===== config.mk =====
export PLATFORM = sky130hd
export DESIGN_NAME = sio_rx_top
export DESIGN_NICKNAME = d
export VERILOG_FILES = /design/src/rtl/sio_rx_pkg.sv /design/src/rtl/sio_rx_sync.sv /design/src/rtl/sio_rx_tick.sv /design/src/rtl/sio_rx_frame.sv /design/src/rtl/sio_rx_regs.sv /design/src/rtl/sio_rx_top.sv
export SDC_FILE = /design/constraint.sdc
export NUM_CORES = 1
export LEC_CHECK = 0
export BUFFER_PORTS_ARGS = -buffer_cell sky130_fd_sc_hd__buf_2
export CAP_MARGIN = 10
export CORE_MARGIN = 4
export CORE_UTILIZATION = 50
export DETAILED_ROUTE_END_ITERATION = 12
export PLACE_DENSITY = 0.77
export SETUP_SLACK_MARGIN = 0.2
export SKIP_LAST_GASP = 1
export SLEW_MARGIN = 20
export SYNTH_ARGS = -nofsm -noshare
export SYNTH_HDL_FRONTEND = slang
export SYNTH_HIERARCHICAL = 1
export SYNTH_SLANG_ARGS = --single-unit

===== constraint.sdc =====
create_clock -name clk -period 4.5 [get_ports clk]
set_clock_uncertainty 0.2 [all_clocks]
set_input_delay 0.225 -clock clk [delete_from_list [all_inputs] [get_ports clk]]
set_output_delay 0.225 -clock clk [all_outputs]
set_load 0.005 [all_outputs]

===== src/rtl/sio_rx_pkg.sv =====
package sio_rx_pkg;
   typedef enum logic [2:0] {
      RX_IDLE,
      RX_START,
      RX_DATA,
      RX_STOP,
      RX_STOP2
   } rx_state_e;

   localparam logic [1:0] SEL_DATA = 2'd0;
   localparam logic [1:0] SEL_STAT = 2'd1;
   localparam logic [1:0] SEL_CTRL = 2'd2;

   localparam int STAT_FULL = 0;
   localparam int STAT_FER  = 1;
   localparam int STAT_OVR  = 2;
   localparam int CTRL_EN   = 0;
   localparam int CTRL_TWO  = 1;

   localparam int REG_W = 8;
endpackage


===== src/rtl/sio_rx_sync.sv =====
module sio_rx_sync #(
   parameter int STAGES = 2
) (
   input  logic clk,
   input  logic rst_n,
   input  logic din,
   output logic dout
);
   logic [STAGES-1:0] q;

   generate
      for (genvar i = 0; i < STAGES; i++) begin : g_stage
         if (i == 0) begin : g_first
            always_ff @(posedge clk or negedge rst_n) begin
               if (!rst_n) q[0] <= 1'b1;
               else        q[0] <= din;
            end
         end else begin : g_next
            always_ff @(posedge clk or negedge rst_n) begin
               if (!rst_n) q[i] <= 1'b1;
               else        q[i] <= q[i-1];
            end
         end
      end
   endgenerate

   assign dout = q[STAGES-1];
endmodule


===== src/rtl/sio_rx_tick.sv =====
module sio_rx_tick #(
   parameter int DIV = 1
) (
   input  logic clk,
   input  logic rst_n,
   output logic tick
);
   localparam int TW = (DIV > 1) ? $clog2(DIV) : 1;
   localparam logic [TW-1:0] TOP = TW'(DIV - 1);

   logic [TW-1:0] cnt;

   always_ff @(posedge clk or negedge rst_n) begin
      if (!rst_n) begin
         cnt  <= '0;
         tick <= 1'b0;
      end else if (cnt == TOP) begin
         cnt  <= '0;
         tick <= 1'b1;
      end else begin
         cnt  <= cnt + 1'b1;
         tick <= 1'b0;
      end
   end
endmodule


===== src/rtl/sio_rx_frame.sv =====
module sio_rx_frame
   import sio_rx_pkg::*;
#(
   parameter int OVS    = 16,
   parameter int DATA_W = 8
) (
   input  logic             clk,
   input  logic             rst_n,
   input  logic             tick,
   input  logic             rx,
   input  logic             en,
   input  logic             lock,
   input  logic             two_stop,
   output logic             done,
   output logic [REG_W-1:0] frm_data,
   output logic             stop_ok
);
   localparam int CW = $clog2(OVS);
   localparam int BW = $clog2(DATA_W);
   localparam logic [CW-1:0] MID   = CW'(OVS / 2 - 1);
   localparam logic [CW-1:0] LAST  = CW'(OVS - 1);
   localparam logic [BW-1:0] BLAST = BW'(DATA_W - 1);

   rx_state_e         st;
   logic [CW-1:0]     cnt;
   logic [BW-1:0]     bidx;
   logic [DATA_W-1:0] sh;
   logic              rx_prev;

   always_ff @(posedge clk or negedge rst_n) begin
      if (!rst_n) begin
         st      <= RX_IDLE;
         cnt     <= '0;
         bidx    <= '0;
         sh      <= '0;
         rx_prev <= 1'b1;
         done    <= 1'b0;
         stop_ok <= 1'b0;
      end else begin
         done <= 1'b0;
         if (tick) rx_prev <= rx;
         if (!en) begin
            st <= RX_IDLE;
         end else if (tick) begin
            case (st)
               RX_IDLE: begin
                  if (!lock && rx_prev && !rx) begin
                     st  <= RX_START;
                     cnt <= '0;
                  end
               end
               RX_START: begin
                  if (cnt == MID) begin
                     cnt  <= '0;
                     bidx <= '0;
                     st   <= rx ? RX_IDLE : RX_DATA;
                  end else begin
                     cnt <= cnt + 1'b1;
                  end
               end
               RX_DATA: begin
                  if (cnt == LAST) begin
                     cnt <= '0;
                     sh  <= {rx, sh[DATA_W-1:1]};
                     if (bidx == BLAST) st <= RX_STOP;
                     else               bidx <= bidx + 1'b1;
                  end else begin
                     cnt <= cnt + 1'b1;
                  end
               end
               RX_STOP: begin
                  if (cnt == LAST) begin
                     cnt     <= '0;
                     done    <= 1'b1;
                     stop_ok <= rx;
                     st      <= two_stop ? RX_STOP2 : RX_IDLE;
                  end else begin
                     cnt <= cnt + 1'b1;
                  end
               end
               RX_STOP2: begin
                  if (cnt == LAST) begin
                     cnt <= '0;
                     st  <= RX_IDLE;
                  end else begin
                     cnt <= cnt + 1'b1;
                  end
               end
               default: st <= RX_IDLE;
            endcase
         end
      end
   end

   always_comb begin
      frm_data = '0;
      frm_data[DATA_W-1:0] = sh;
   end
endmodule


===== src/rtl/sio_rx_regs.sv =====
module sio_rx_regs
   import sio_rx_pkg::*;
(
   input  logic             clk,
   input  logic             rst_n,
   input  logic [1:0]       sel,
   input  logic             rd,
   input  logic             wr,
   input  logic [REG_W-1:0] wdata,
   input  logic             done,
   input  logic [REG_W-1:0] frm_data,
   input  logic             stop_ok,
   output logic [REG_W-1:0] rdata,
   output logic             en,
   output logic             two_stop,
   output logic             lock,
   output logic             full,
   output logic             ovr,
   output logic             fer,
   output logic [REG_W-1:0] data_q
);
   logic arm_ovr, arm_fer;
   logic rd_stat, rd_data, wr_stat, wr_ctrl;

   assign rd_stat = rd && (sel == SEL_STAT);
   assign rd_data = rd && (sel == SEL_DATA);
   assign wr_stat = wr && (sel == SEL_STAT);
   assign wr_ctrl = wr && (sel == SEL_CTRL);

   always_ff @(posedge clk or negedge rst_n) begin
      if (!rst_n) begin
         en       <= 1'b0;
         two_stop <= 1'b0;
      end else if (wr_ctrl) begin
         en       <= wdata[CTRL_EN];
         two_stop <= wdata[CTRL_TWO];
      end
   end

   always_ff @(posedge clk or negedge rst_n) begin
      if (!rst_n) begin
         full   <= 1'b0;
         data_q <= '0;
      end else begin
         if (rd_data) full <= 1'b0;
         if (done && !full) begin
            data_q <= frm_data;
            if (stop_ok) full <= 1'b1;
         end
      end
   end

   always_ff @(posedge clk or negedge rst_n) begin
      if (!rst_n) begin
         ovr     <= 1'b0;
         arm_ovr <= 1'b0;
      end else if (done && full) begin
         ovr     <= 1'b1;
         arm_ovr <= 1'b0;
      end else if (wr_stat && !wdata[STAT_OVR] && arm_ovr) begin
         ovr     <= 1'b0;
         arm_ovr <= 1'b0;
      end else if (rd_stat && ovr) begin
         arm_ovr <= 1'b1;
      end
   end

   always_ff @(posedge clk or negedge rst_n) begin
      if (!rst_n) begin
         fer     <= 1'b0;
         arm_fer <= 1'b0;
      end else if (done && !full && !stop_ok) begin
         fer     <= 1'b1;
         arm_fer <= 1'b0;
      end else if (wr_stat && !wdata[STAT_FER] && arm_fer) begin
         fer     <= 1'b0;
         arm_fer <= 1'b0;
      end else if (rd_stat && fer) begin
         arm_fer <= 1'b1;
      end
   end

   assign lock = ovr || fer;

   always_comb begin
      rdata = '0;
      case (sel)
         SEL_DATA: rdata = data_q;
         SEL_STAT: begin
            rdata[STAT_FULL] = full;
            rdata[STAT_FER]  = fer;
            rdata[STAT_OVR]  = ovr;
         end
         SEL_CTRL: begin
            rdata[CTRL_EN]  = en;
            rdata[CTRL_TWO] = two_stop;
         end
         default: rdata = '0;
      endcase
   end
endmodule


===== src/rtl/sio_rx_top.sv =====
module sio_rx_top
   import sio_rx_pkg::*;
#(
   parameter int OVS       = 16,
   parameter int DATA_W    = 8,
   parameter int TICK_DIV  = 1,
   parameter int SYNC_LEN  = 2
) (
   input  logic       clk,
   input  logic       rst_n,
   input  logic       rx_i,
   input  logic [1:0] sel_i,
   input  logic       rd_i,
   input  logic       wr_i,
   input  logic [7:0] wdata_i,
   output logic [7:0] rdata_o
);
   generate
      if (OVS < 4 || (OVS % 2) != 0) begin : g_bad_ovs
         $error("OVS must be even and at least 4");
      end
      if (DATA_W < 5 || DATA_W > REG_W) begin : g_bad_dw
         $error("DATA_W must lie in 5..8");
      end
      if (TICK_DIV < 1) begin : g_bad_div
         $error("TICK_DIV must be at least 1");
      end
      if (SYNC_LEN < 2) begin : g_bad_sync
         $error("SYNC_LEN must be at least 2");
      end
   endgenerate

   logic             rx_s, tick;
   logic             frm_done, frm_stop_ok;
   logic [REG_W-1:0] frm_data;
   logic             en, two_stop, lock;
   logic             st_full, st_ovr, st_fer;
   logic [REG_W-1:0] data_q;

   sio_rx_sync #(.STAGES(SYNC_LEN)) u_sync (
      .clk(clk), .rst_n(rst_n), .din(rx_i), .dout(rx_s)
   );

   sio_rx_tick #(.DIV(TICK_DIV)) u_tick (
      .clk(clk), .rst_n(rst_n), .tick(tick)
   );

   sio_rx_frame #(.OVS(OVS), .DATA_W(DATA_W)) u_frame (
      .clk(clk), .rst_n(rst_n), .tick(tick), .rx(rx_s),
      .en(en), .lock(lock), .two_stop(two_stop),
      .done(frm_done), .frm_data(frm_data), .stop_ok(frm_stop_ok)
   );

   sio_rx_regs u_regs (
      .clk(clk), .rst_n(rst_n), .sel(sel_i), .rd(rd_i), .wr(wr_i),
      .wdata(wdata_i), .done(frm_done), .frm_data(frm_data),
      .stop_ok(frm_stop_ok), .rdata(rdata_o), .en(en),
      .two_stop(two_stop), .lock(lock), .full(st_full),
      .ovr(st_ovr), .fer(st_fer), .data_q(data_q)
   );
endmodule


### Yosys cells after proc, flatten, opt, wreduce, memory -nomap -nowiden

Index checks and enable logic that the tools add are counted.

| storage, ports and cells | value |
|---|---|
| flip-flop bits (word level) | 40 |
| bits of input ports | 15 |
| logic and storage cells | 119 |

| cells by class | value |
|---|---|
| $add $sub $neg | 3 |
| eq/ne operators | 20 |
| multiplexer cells | 41 |
| reductions and logical operators | 36 |

Operator list:

| cell | number |
|---|---|
| 3-bit 2-to-1 mux | 12 |
| 1-bit 2-to-1 mux | 19 |
| 3-bit inequality test, second input constant | 6 |
| 1-bit logical AND | 15 |
| 3-bit case mux with 5 select lines | 1 |
| 4-bit 2-to-1 mux | 3 |
| 4-bit case mux with 3 select lines | 1 |
| 4-bit AND reduction | 3 |
| 3-bit nonzero test | 3 |
| 7-bit AND reduction | 1 |
| 3-bit by 2-bit equality test with 1-bit output, second input constant | 2 |
| 3-bit equality test, second input constant | 2 |
| 1-bit zero test | 6 |
| 2-bit by 1-bit inequality test with 1-bit output, second input constant | 3 |
| 2-bit case mux with 3 select lines | 1 |
| 3-bit case mux with 2 select lines | 1 |
| 6-bit AND reduction | 1 |
| 2-bit nonzero test | 3 |
| 5-bit 2-to-1 mux | 1 |
| 4-bit by 1-bit adder with 4-bit output, second input constant | 1 |
| 4-bit by 3-bit equality test with 1-bit output, second input constant | 1 |
| 4-bit equality test, second input constant | 1 |
| 2-bit inequality test, second input constant | 2 |
| 3-bit by 1-bit adder with 3-bit output, second input constant | 1 |
| other kinds (10) | 10 |

### Logic depth before layout (Yosys ltp)

| depth | value |
|---|---|
| depth after elaboration | 8 |
| depth in mapped cells | 6 |
| gate-level depth less buffers | 6 |

### Cells and area by module

Netlist, hierarchy kept.

By module, submodules not included:

| module | instances | cells an instance | area each (um^2) | seq. area each (um^2) |
|---|---|---|---|---|
| sio_rx_frame | 1 | 95 | 1,093.5 | 526.8 |
| sio_rx_regs | 1 | 58 | 762.0 | 375.4 |
| sio_rx_sync | 1 | 2 | 52.6 | 52.6 |
| sio_rx_tick | 1 | 2 | 28.8 | 25.0 |

### Least setup slack after synthesis

Ideal clock, no wire load.

| timing path | value |
|---|---|
| path kind | register to register |
| start | register u_frame.bidx[0] |
| end | register u_frame.st[1] |
| library setup time | 0.124 ns |
| arrival | 1.591 ns |
| required time | 4.176 ns |
| setup slack | 2.586 ns |
| stages on the path, launching flop included | 7 |
| cell sequence | dfrtp_1 > ha_1 > ha_1 > or4b_1 > o211ai_2 > a211oi_1 > o21bai_1 |

| on the way | value |
|---|---|
| cells in the longest elaborated chain, start to end | 3 |

RTL lines:

| item | line | RTL |
|---|---|---|
| start: declaration | sio_rx_frame.sv:26 | `logic [BW-1:0] bidx;` |
| start signal: assignment | sio_rx_frame.sv:66 | `else bidx <= bidx + 1'b1;` |
| 3-bit equality test | sio_rx_frame.sv:65 | `if (bidx == BLAST) st <= RX_STOP;` |
| 3-bit inequality test (no source line) | - |  |
| 7-bit AND reduction (no source line) | - |  |
| end signal: assignment | sio_rx_frame.sv:56 | `st <= rx ? RX_IDLE : RX_DATA;` |
| end signal: assignment | sio_rx_frame.sv:76 | `st <= two_stop ? RX_STOP2 : RX_IDLE;` |
| end: declaration | sio_rx_frame.sv:24 | `rx_state_e st;` |

No other way between the ends.
A chain may end at the register's enable or synchronous reset.

### Worst setup path in the final report

Same ends and word-level chain as after synthesis.

==> flow_summary.yaml <==
outcome:
  outcome: "finished clean"
floorplan:
  dieArea_sq_um: 4930
  io_pins: 23
  rows: 22
  die_y_microns: 70.2
  fp.coreArea_sq_um: 3720
  die_width_microns: 70.2
  initial_core_util_pct: 52.1
pwr:
  report.power.total_mw: 0.756
  ir_drop_mv: 0.143
  power_density_nw_per_um2: 347
  cellLeakagePower_nw: 1.03
synth:
  ys_types: 45
  synth-async-reset-ratio_pct: 100
  synth_top_area_cell: "dfrtp_1"
  syn-num-nets: 175
  ys_warn_count: 6
  synthTopCellsByArea: "dfrtp_1 47%, mux2_2 8.7%, mux2_4 6.2%"
  synth_area_per_cell_sq_um: 12.3
  seq_area_frac_synth_pct: 50.6
  ys.flop_type: "dfrtp_1"
  syn-cell-area_sq_um: 1940
  synth-edff-count: 0
  synth_cells: 157
  ys_ff_latch: 39
  synth_top_cell_area_share_pct: 46.5
layout:
  layout.nets: 198
  diodes: 0
  fill_cells: 311
  final_area_sq_um: 2180
  areaGrowthSynthToFinish_pct: 12.6
  drive_gt1_share_pct: 35.9
  post-route-util_pct: 58.7
placed_design:
  gp_congestion: 0.856
  place.detailed.hpwl_microns: 2550
  detailed_place.area_sq_um: 2030
  io_buffer_count: 17
timing:
  timing.hold.ws_ns: 0.0984
  finalSetupViolations: 0
  maxSlewViolCount: 0
  period_minus_slack_ns: 2.00
  final-hold-violation-count: 0
  maxSlewHeadroom_pct: 42.9
  rsz0062_at_grt: "no"
  worst_slew_pin_slew_ns: 0.856
  period_share_pct: 44.4
  tns_ns: 0
  fmax_ghz: 0.500
clock_network:
  htreeDepth: 2
  cts.path.max_buffers: 2
  cts_root_buffer: "clkbuf_8"
  cts_resized: 0
  cts_tree: "yes"
  cts.sinks: 39
  clk_latency_ns: 0.29
  path_clk_slew_ns: 0.07
  cts_made_buffers: 5
worst_setup_path:
  crit_path_frequent_cell: "ha_1"
  path_buf_inv: 0
  critPathTopFamily: "simple AND/OR/NAND/NOR gates"
  crit_slowest_cell: "or4b_1"
  cpPeakStageDelay_ns: 0.53
  critPathArrivalTime_ns: 1.97
  crit_fanout: 3
  cp_data_required_time_ns: 4.48
  cp-start-kind: "flip-flop"
  critical_path_class: "reg -> reg"
  critPathCaptureType: "flip-flop"
  path_cells: "ha_1 -> ha_1 -> or4b_1 -> o211ai_2 -> a211oi_1 -> o21bai_1"
global_route:
  grt_max_degree: 40
  grt_pass1_wl_microns: 6200
  first_global_vias: 1352
  antenna_found_initial: 0
  grt_overflow: 0
  grt_usage_pct: 16.0
route:
  ant_nets: 0
  post-route-drc-count: 0
  drt_first_iter_violations: 96
  first_pass_iters: 4
  dr_total_vias: 1287
  wl_per_cell_microns: 15.5
  viasPerCell: 5.62
  wl_microns: 3550
flow_run:
  maxCapViolations: 0
hold_path:
  hold_path.class: "in -> reg"
-- cell type report --
type | count | area (sq um) | share of cell area (%)
Tap cell | 48 | 60.1 | 2.75
Sequential cell | 39 | 980 | 44.9
Multi-Input combinational cell | 110 | 898 | 41.2
Timing Repair Buffer | 22 | 135 | 6.20
Inverter | 2 | 7.51 | 0.344
Clock buffer | 8 | 100 | 4.59
-- tightest hold or removal path: cells and delay by family --
family	cells	cell delay [ns]
buffers and inverters	1	0.07
AO/OA/AOI/OAI	1	0.13
AND/OR/NAND/NOR	1	0.12
-- sequential cells by signal, indices dropped and copies added (netlist names), 3 cells and up --
name              count
u_frame/cnt           4
u_frame/frm_data      8
u_frame/bidx          3
u_frame/st            3
u_regs/data_q         8
-- logic make-up (layout without fill, tap and decap cells) --
logic type / count (synthesis) / after routing / share of synthesized area [%]
DFF: 39 / 39 / 50.6
buffers and inverters: 8 / 32 / 3.04
and+or+nand+nor: 53 / 53 / 17.0
adders and majority gates: 3 / 3 / 1.94
other: 1 / 1 / 0.194
AOI/OAI and AO/OA: 25 / 25 / 9.75
muxes: 28 / 28 / 17.5
-- layer usage --
| metal | GRT usage, % | routed length [microns] |
|---|---|---|
| met3 | 3.88 | 154 |
| met5 | 0 | 0 |
| met4 | 10.0 | 80 |
| met2 | 26.6 | 1790 |
| met1 | 18.1 | 1520 |
-- synth_stat cells (all sizes together), types with 3 or more instances --
library cell	n
dfstp	3
nor3	5
o21ai	7
and2	5
a31oi	4
dfrtp	36
mux2i	5
nor2b	4
nand3	3
mux2	23
nor2	8
buf	6
and3	4
ha	3
nand2	12
-- timing repair --
| item | in CTS | in global routing |
|---|---|---|
| buffers inserted | 0 | 0 |
| hold endpoints to repair | 40 | 0 |
| hold buffers | 5 | 0 |
-- power breakdown --
part / total (mW) / internal (mW) / switching (mW) / leakage (nW)
registers: 0.408 / 0.377 / 0.0312 / 0.522
logic: 0.0934 / 0.0438 / 0.0496 / 0.461
clock network: 0.255 / 0.140 / 0.115 / 0.0515
total: 0.756 / 0.561 / 0.196 / 1.03
-- cells in the final DEF (no fill, tap or decap), types with 6 or more instances in the layout --
cell type  synthesis  routed
dfrtp_1           36      36
nor2_1             8       8
clkbuf_8           0       7
mux2_4             8       8
nand2_1           12      12
mux2_2            15      15
buf_2              2      17
o21ai_0            6       6
-- path summary, 6_finish.rpt --
check                      slack [ns]             end  depth (start not counted)            start
max in group asynchronous        3.18  u_frame/cnt[0]                          2            rst_n
setup reg to reg                 2.50   u_frame/st[1]                          6  u_frame/bidx[0]
setup / recovery                 2.50   u_frame/st[1]                          6  u_frame/bidx[0]
hold reg to reg                  0.16     u_sync/dout                          0      u_sync/q[0]
min in group asynchronous        0.38  u_regs/arm_ovr                          2            rst_n
hold / removal                    0.1      u_regs/ovr                          3       wdata_i[2]
-- through the flow --
| step | std cells | setup WS [ns] |
|---|---|---|
| after floorplan | 157 | 2.59 |
| after global placement | 216 | 2.55 |
| after detailed placement | 216 | 2.52 |
| after CTS | 229 | 2.51 |
| after global routing | 229 | 2.42 |
| final | 229 | 2.50 |
(Power assumes the default switching activity.)
